[config.mk]
export PLATFORM = sky130hd
export DESIGN_NAME = uart_rx_errfifo
export DESIGN_NICKNAME = d
export VERILOG_FILES = /design/src/rtl/uart_rxf_pkg.sv /design/src/rtl/uart_rxf_store.sv /design/src/rtl/uart_rxf_linestat.sv /design/src/rtl/uart_rxf_modem.sv /design/src/rtl/uart_rx_errfifo.sv
export SDC_FILE = /design/constraint.sdc
export NUM_CORES = 1
export LEC_CHECK = 0
export ABC_AREA = 1
export ABC_CLOCK_PERIOD_IN_PS = 3250
export BUFFER_PORTS_ARGS = -buffer_cell sky130_fd_sc_hd__buf_2
export CAP_MARGIN = 5
export CORE_UTILIZATION = 40
export DETAILED_ROUTE_END_ITERATION = 8
export PLACE_DENSITY = 0.67
export SYNTH_ARGS = -nofsm -noshare
export SYNTH_HDL_FRONTEND = slang
export SYNTH_SLANG_ARGS = --single-unit
export TNS_END_PERCENT = 50
[constraint.sdc]
create_clock -name clk -period 3.25 [get_ports clk]
set_input_delay 0.1625 -clock clk [delete_from_list [all_inputs] [get_ports clk]]
set_output_delay 0.1625 -clock clk [all_outputs]
set_load 0.01 [all_outputs]
[src/rtl/uart_rxf_pkg.sv]
package uart_rxf_pkg;

    localparam int BYTE_W = 8;

    typedef struct packed {
        logic              brk;
        logic              fe;
        logic [BYTE_W-1:0] data;
    } rx_entry_t;

    typedef struct packed {
        logic [2:0] rsvd;
        logic       err_any;
        logic       head_brk;
        logic       head_fe;
        logic       ovr;
        logic       ready;
    } lsr_t;

    function automatic logic entry_bad(rx_entry_t e);
        return e.brk | e.fe;
    endfunction

endpackage

[src/rtl/uart_rxf_store.sv]
module uart_rxf_store
    import uart_rxf_pkg::*;
#(
    parameter int DEPTH = 16
) (
    input  logic      clk,
    input  logic      rst,
    input  logic      push,
    input  logic      pop,
    input  rx_entry_t push_entry,
    output rx_entry_t head,
    output logic      empty,
    output logic      full
);
    generate
        if (DEPTH == 1) begin : g_hold
            rx_entry_t hold_q;
            logic      valid_q;

            always_ff @(posedge clk) begin
                if (rst) begin
                    valid_q <= 1'b0;
                    hold_q  <= '0;
                end else if (push) begin
                    valid_q <= 1'b1;
                    hold_q  <= push_entry;
                end else if (pop) begin
                    valid_q <= 1'b0;
                end
            end

            assign head  = hold_q;
            assign empty = ~valid_q;
            assign full  = valid_q;
        end else begin : g_ring
            localparam int PW = $clog2(DEPTH);
            localparam int CW = $clog2(DEPTH + 1);

            rx_entry_t       mem [DEPTH];
            logic [PW-1:0]   wptr_q, rptr_q;
            logic [CW-1:0]   cnt_q;

            function automatic logic [PW-1:0] adv(logic [PW-1:0] p);
                return (p == PW'(DEPTH - 1)) ? '0 : p + 1'b1;
            endfunction

            always_ff @(posedge clk) begin
                if (rst) begin
                    wptr_q <= '0;
                    rptr_q <= '0;
                    cnt_q  <= '0;
                end else begin
                    if (push) begin
                        mem[wptr_q] <= push_entry;
                        wptr_q      <= adv(wptr_q);
                    end
                    if (pop) begin
                        rptr_q <= adv(rptr_q);
                    end
                    cnt_q <= cnt_q + CW'(push) - CW'(pop);
                end
            end

            assign head  = mem[rptr_q];
            assign empty = (cnt_q == '0);
            assign full  = (cnt_q == CW'(DEPTH));
        end
    endgenerate
endmodule

[src/rtl/uart_rxf_linestat.sv]
module uart_rxf_linestat #(
    parameter int DEPTH = 16
) (
    input  logic clk,
    input  logic rst,
    input  logic push,
    input  logic push_bad,
    input  logic pop,
    input  logic head_bad,
    input  logic overrun,
    input  logic lsr_rd,
    output logic err_any,
    output logic ovr_flag,
    output logic line_src
);
    localparam int CW = $clog2(DEPTH + 1);

    logic [CW-1:0] bad_cnt_q;
    logic          head_ack_q;
    logic          ovr_q;

    always_ff @(posedge clk) begin
        if (rst) begin
            bad_cnt_q  <= '0;
            head_ack_q <= 1'b0;
            ovr_q      <= 1'b0;
        end else begin
            bad_cnt_q <= bad_cnt_q + CW'(push & push_bad) - CW'(pop & head_bad);

            if (pop) begin
                head_ack_q <= 1'b0;
            end else if (lsr_rd && head_bad) begin
                head_ack_q <= 1'b1;
            end

            if (overrun) begin
                ovr_q <= 1'b1;
            end else if (lsr_rd) begin
                ovr_q <= 1'b0;
            end
        end
    end

    assign err_any  = (bad_cnt_q != '0);
    assign ovr_flag = ovr_q;
    assign line_src = ovr_q | (head_bad & ~head_ack_q);
endmodule

[src/rtl/uart_rxf_modem.sv]
module uart_rxf_modem #(
    parameter int MW = 4
) (
    input  logic          clk,
    input  logic          rst,
    input  logic [MW-1:0] pins,
    input  logic          msr_rd,
    output logic [MW-1:0] level,
    output logic [MW-1:0] delta
);
    logic [MW-1:0] s1_q, s2_q, s3_q, delta_q;
    logic [MW-1:0] edge_w;

    assign edge_w = s2_q ^ s3_q;

    always_ff @(posedge clk) begin
        if (rst) begin
            s1_q    <= '0;
            s2_q    <= '0;
            s3_q    <= '0;
            delta_q <= '0;
        end else begin
            s1_q    <= pins;
            s2_q    <= s1_q;
            s3_q    <= s2_q;
            delta_q <= msr_rd ? edge_w : (delta_q | edge_w);
        end
    end

    assign level = s2_q;
    assign delta = delta_q;
endmodule

[src/rtl/uart_rx_errfifo.sv]
module uart_rx_errfifo
    import uart_rxf_pkg::*;
#(
    parameter int DEPTH   = 16,
    parameter int MODEM_W = 4
) (
    input  logic                 clk,
    input  logic                 rst,
    input  logic                 wr_en,
    input  logic [BYTE_W-1:0]    wr_data,
    input  logic                 wr_frame_err,
    input  logic                 wr_break,
    input  logic                 rd_en,
    input  logic                 lsr_rd,
    input  logic                 msr_rd,
    input  logic [MODEM_W-1:0]   modem_in,
    input  logic                 ie_line,
    input  logic                 ie_modem,
    output logic [BYTE_W-1:0]    rd_data,
    output logic [7:0]           lsr,
    output logic [2*MODEM_W-1:0] msr,
    output logic                 irq_line,
    output logic                 irq_modem
);
    rx_entry_t     in_entry, head;
    logic          empty, full, push, pop, overrun, head_bad;
    logic          err_any, ovr_flag, line_src;
    logic [MODEM_W-1:0] m_level, m_delta;
    lsr_t          lsr_img;

    assign in_entry = '{brk: wr_break, fe: wr_frame_err, data: wr_data};
    assign push     = wr_en & ~full;
    assign overrun  = wr_en & full;
    assign pop      = rd_en & ~empty;
    assign head_bad = ~empty & entry_bad(head);

    uart_rxf_store #(.DEPTH(DEPTH)) u_store (
        .clk(clk), .rst(rst), .push(push), .pop(pop),
        .push_entry(in_entry), .head(head), .empty(empty), .full(full)
    );

    uart_rxf_linestat #(.DEPTH(DEPTH)) u_line (
        .clk(clk), .rst(rst), .push(push), .push_bad(entry_bad(in_entry)),
        .pop(pop), .head_bad(head_bad), .overrun(overrun), .lsr_rd(lsr_rd),
        .err_any(err_any), .ovr_flag(ovr_flag), .line_src(line_src)
    );

    uart_rxf_modem #(.MW(MODEM_W)) u_modem (
        .clk(clk), .rst(rst), .pins(modem_in), .msr_rd(msr_rd),
        .level(m_level), .delta(m_delta)
    );

    always_comb begin
        lsr_img          = '0;
        lsr_img.ready    = ~empty;
        lsr_img.ovr      = ovr_flag;
        lsr_img.head_fe  = ~empty & head.fe;
        lsr_img.head_brk = ~empty & head.brk;
        lsr_img.err_any  = err_any;
    end

    assign lsr       = lsr_img;
    assign rd_data   = empty ? '0 : head.data;
    assign msr       = {m_level, m_delta};
    assign irq_line  = ie_line & line_src;
    assign irq_modem = ie_modem & (|m_delta);
endmodule

==> results.json <==
{
  "status": "complete, no violations",
  "crit_required_ps": 3560,
  "drive_gt1_share_pct": 15.17,
  "cts_tree": "built",
  "firstDrtPassIters": 5,
  "end_kind": "register",
  "routedWlPerCell_um": 17.25,
  "slew_violations": 0,
  "final_common_cell": "edfxtp_1",
  "port_buffers": 44,
  "syn_area_sq_um": 8209,
  "powerDensity_nw_per_um2": 716.6,
  "hold_end": "u_modem.delta[0]",
  "criticalPathCategory": "register to register",
  "worstMarginPinSlew_ps": 497.4,
  "placement.cell_area_sq_um": 8742,
  "startpoint_type": "register",
  "fin_crit_sh_pct": 91.75,
  "grt_pass1_vias": 5212,
  "root_buffer": "clkbuf_16",
  "p_total_mw": 6.731,
  "clock-sinks": 200,
  "timing.critical_path.mode_cell": "nand2_1",
  "diodes": 0,
  "setup_viol": 0,
  "die_y_um": 145.3,
  "yosysSeqAreaShare_pct": 68.28,
  "vdd_drop_max_uv": 497.5,
  "ys_seq_elements": 200,
  "vias_per_cell": 5.145,
  "io_pins": 48,
  "critical_path.slowest_cell": "dfxtp_2",
  "path_max_fanout": 20,
  "globalplace.congestion": 0.8206,
  "r2r_slack_ps": 270,
  "gr-usage-all-layers_pct": 18.18,
  "max-clock-path-buffers": 2,
  "final_cell_mix": "edfxtp_1, nor2_1, o21ai_0, nand2_1, inv_1",
  "routed_wl_um": 18080,
  "synth_flop_cell": "edfxtp_1",
  "dp_hpwl_um": 10910,
  "leakage_nw": 3.499,
  "yosys_warnings": 0,
  "start_util_pct": 40.70,
  "grt_antenna_before_repair": 0,
  "drtIter0Drc": 419,
  "finClkSkew_ps": 8.085,
  "vias": 5392,
  "ant_nets": 0,
  "period_minus_slack_ps": 2982,
  "r2r_cells": 17,
  "core_sq_um": 20170,
  "min_from": "msr_rd",
  "async_flop_share_pct": 0,
  "clkTransAtPathRegs_ps": 70,
  "min_path_type": "primary input to register",
  "nFillCells": 1805,
  "numCtsBuffers": 17,
  "fin_nets": 807,
  "timing.rr.end": "u_line.bad_cnt_q[4]",
  "cp.arrival_ps": 3290,
  "final_area_sq_um": 9393,
  "slew_headroom_pct": 66.72,
  "syn_area_per_cell_sq_um": 11.61,
  "h-tree-depth": 4,
  "slowest_delay_ps": 590,
  "die-area_sq_um": 21100,
  "fmax_mhz": 335.4,
  "critPathTopFamily": "adder cells",
  "grt_pass1_wl_um": 28680,
  "synthCells": 707,
  "path_cells": "nand2_1 -> nand3_1 -> nand3_1 -> nand2_1 -> nand2_1 -> nand2_1 -> nand2_2 -> a21oi_1 -> ha_1 -> inv_1 -> ha_1 -> inv_1 -> fa_1 -> nor3_1 -> a211oi_1 -> o21ai_0 -> a21oi_1",
  "cap_viol_max_count": 0,
  "drc": 0,
  "finalHoldViolCount": 0,
  "synth_edf_count": 160,
  "post-cts-setup-buffers": 0,
  "worst_skew_pair.late_latency_ps": 440,
  "areaGrowthSynthToFinish_pct": 14.42,
  "grt_setup_unrepaired": "no",
  "holdPathStages": 4,
  "ys_types": 31,
  "worst-path-buf-inv": 2,
  "grt_max_degree": 51,
  "grt_overflow_total": 0,
  "fin_tns_setup_ps": 0,
  "rows": 52,
  "die_width_um": 145.3
}
==> state kept, by name, summed over array words and instances (netlist names), named ones only <==
signal	count
u_store.g_ring.mem	160
u_line.bad_cnt_q	5
u_store.g_ring.cnt_q	5
u_modem.delta	4
u_modem.level	4
u_modem.s1_q	4
u_modem.s3_q	4
u_store.g_ring.rptr_q	4
u_store.g_ring.wptr_q	4
u_line.head_ack_q	1
u_line.ovr_flag	1
==> per-layer routing <==
| layer | wire, um | vias up | global-route usage [%] | share of wire (%) |
|---|---|---|---|---|
| met3 | 1057 | 27 | 3.522 | 5.8 |
| met2 | 8436 | 192 | 29.25 | 47 |
| met5 | 0 | - | 0 | 0 |
| met1 | 8266 | 2595 | 24.34 | 46 |
| li1 | - | 2578 | - | - |
| met4 | 320 | 0 | 6.947 | 1.8 |
==> what timing repair did <==
item                       in CTS  in global routing
hold buffers                    6                  0
gates resized for setup         0                  1
setup endpoints to repair       0                  1
hold endpoints to repair        6                  0
==> how the worst max path moves through the flow <==
stage,from,end,slack [ps],cells past startpoint
floorplan,register,u_line.bad_cnt_q[4],700,20
global placement,register,u_line.bad_cnt_q[4],340,17
detailed placement,register,u_line.bad_cnt_q[4],180,17
CTS,register,u_line.bad_cnt_q[4],160,17
global route,register,u_line.bad_cnt_q[4],10,17
finish,register,u_line.bad_cnt_q[4],270,17
==> per-stage QoR <==
step           hold slack (ps)  setup slack, ps  instances  utilization, %
2_1_floorplan            261.4            695.3        709               -
3_3_place_gp             368.8            335.7       1011           43.34
3_5_place_dp             368.0            184.5       1011           43.34
4_1_cts                  73.62            157.9       1048           46.56
5_1_grt                  104.9            10.84       1048           46.57
6_report                 83.48            268.1       1048           46.57
==> cell usage after synthesis (3+ instances only) <==
cell,instances,area share [%]
o21ai_1,11,0.67
clkbuf_1,8,0.37
nand3_1,37,2.3
edfxtp_1,160,59
buf_2,13,0.79
nor3_1,5,0.30
inv_2,4,0.18
nor2_1,122,5.6
dfxtp_1,40,9.8
buf_6,7,0.96
a21oi_2,3,0.32
o21ai_0,73,4.5
o221ai_1,20,2.1
a21oi_1,21,1.3
buf_4,10,0.91
inv_1,56,2.6
xor2_1,8,0.85
o22ai_1,12,0.91
nand2_1,66,3.0
ha_1,17,2.6
==> worst reg2reg max path, cell delays in order (launching register included) <==
cell and delay [ps]:
dfxtp_2 590, nand2_1 120, nand3_1 110, nand3_1 80, nand2_1 70, nand2_1 50, nand2_1 100, nand2_2 70
a21oi_1 240, ha_1 270, inv_1 60, ha_1 150, inv_1 60, fa_1 430, nor3_1 180, a211oi_1 80
o21ai_0 160, a21oi_1 50
==> kinds of logic (layout without fill, tap and decap cells) <==
logic type | after synthesis | after routing | synth area share [%]
simple gates | 236 | 236 | 11.69
compound gates | 143 | 143 | 10.03
fa+ha+maj | 19 | 19 | 3.079
buf+inv | 99 | 168 | 5.914
flops | 200 | 200 | 68.28
xor+xnor | 9 | 9 | 0.9603
other cells | 1 | 3 | 0.04568
==> final cells by class <==
cell class	count	area [sq um]	area share, %
flip-flops and latches	200	5608	59.70
multi-input cells	410	2146	22.85
repair buffers	76	475.5	5.062
clock buffers	18	429.2	4.569
well taps	270	337.8	3.597
inverters	61	236.5	2.518
clock inverters	13	160.2	1.705
==> power breakdown <==
group | total [mW] | internal (mW) | switching (mW)
Sequential | 2.98 | 2.88 | 0.0947
Clock | 2.11 | 1.16 | 0.954
Combinational | 1.65 | 0.574 | 1.07
Note: power is estimated with default switching activity, not from simulation.
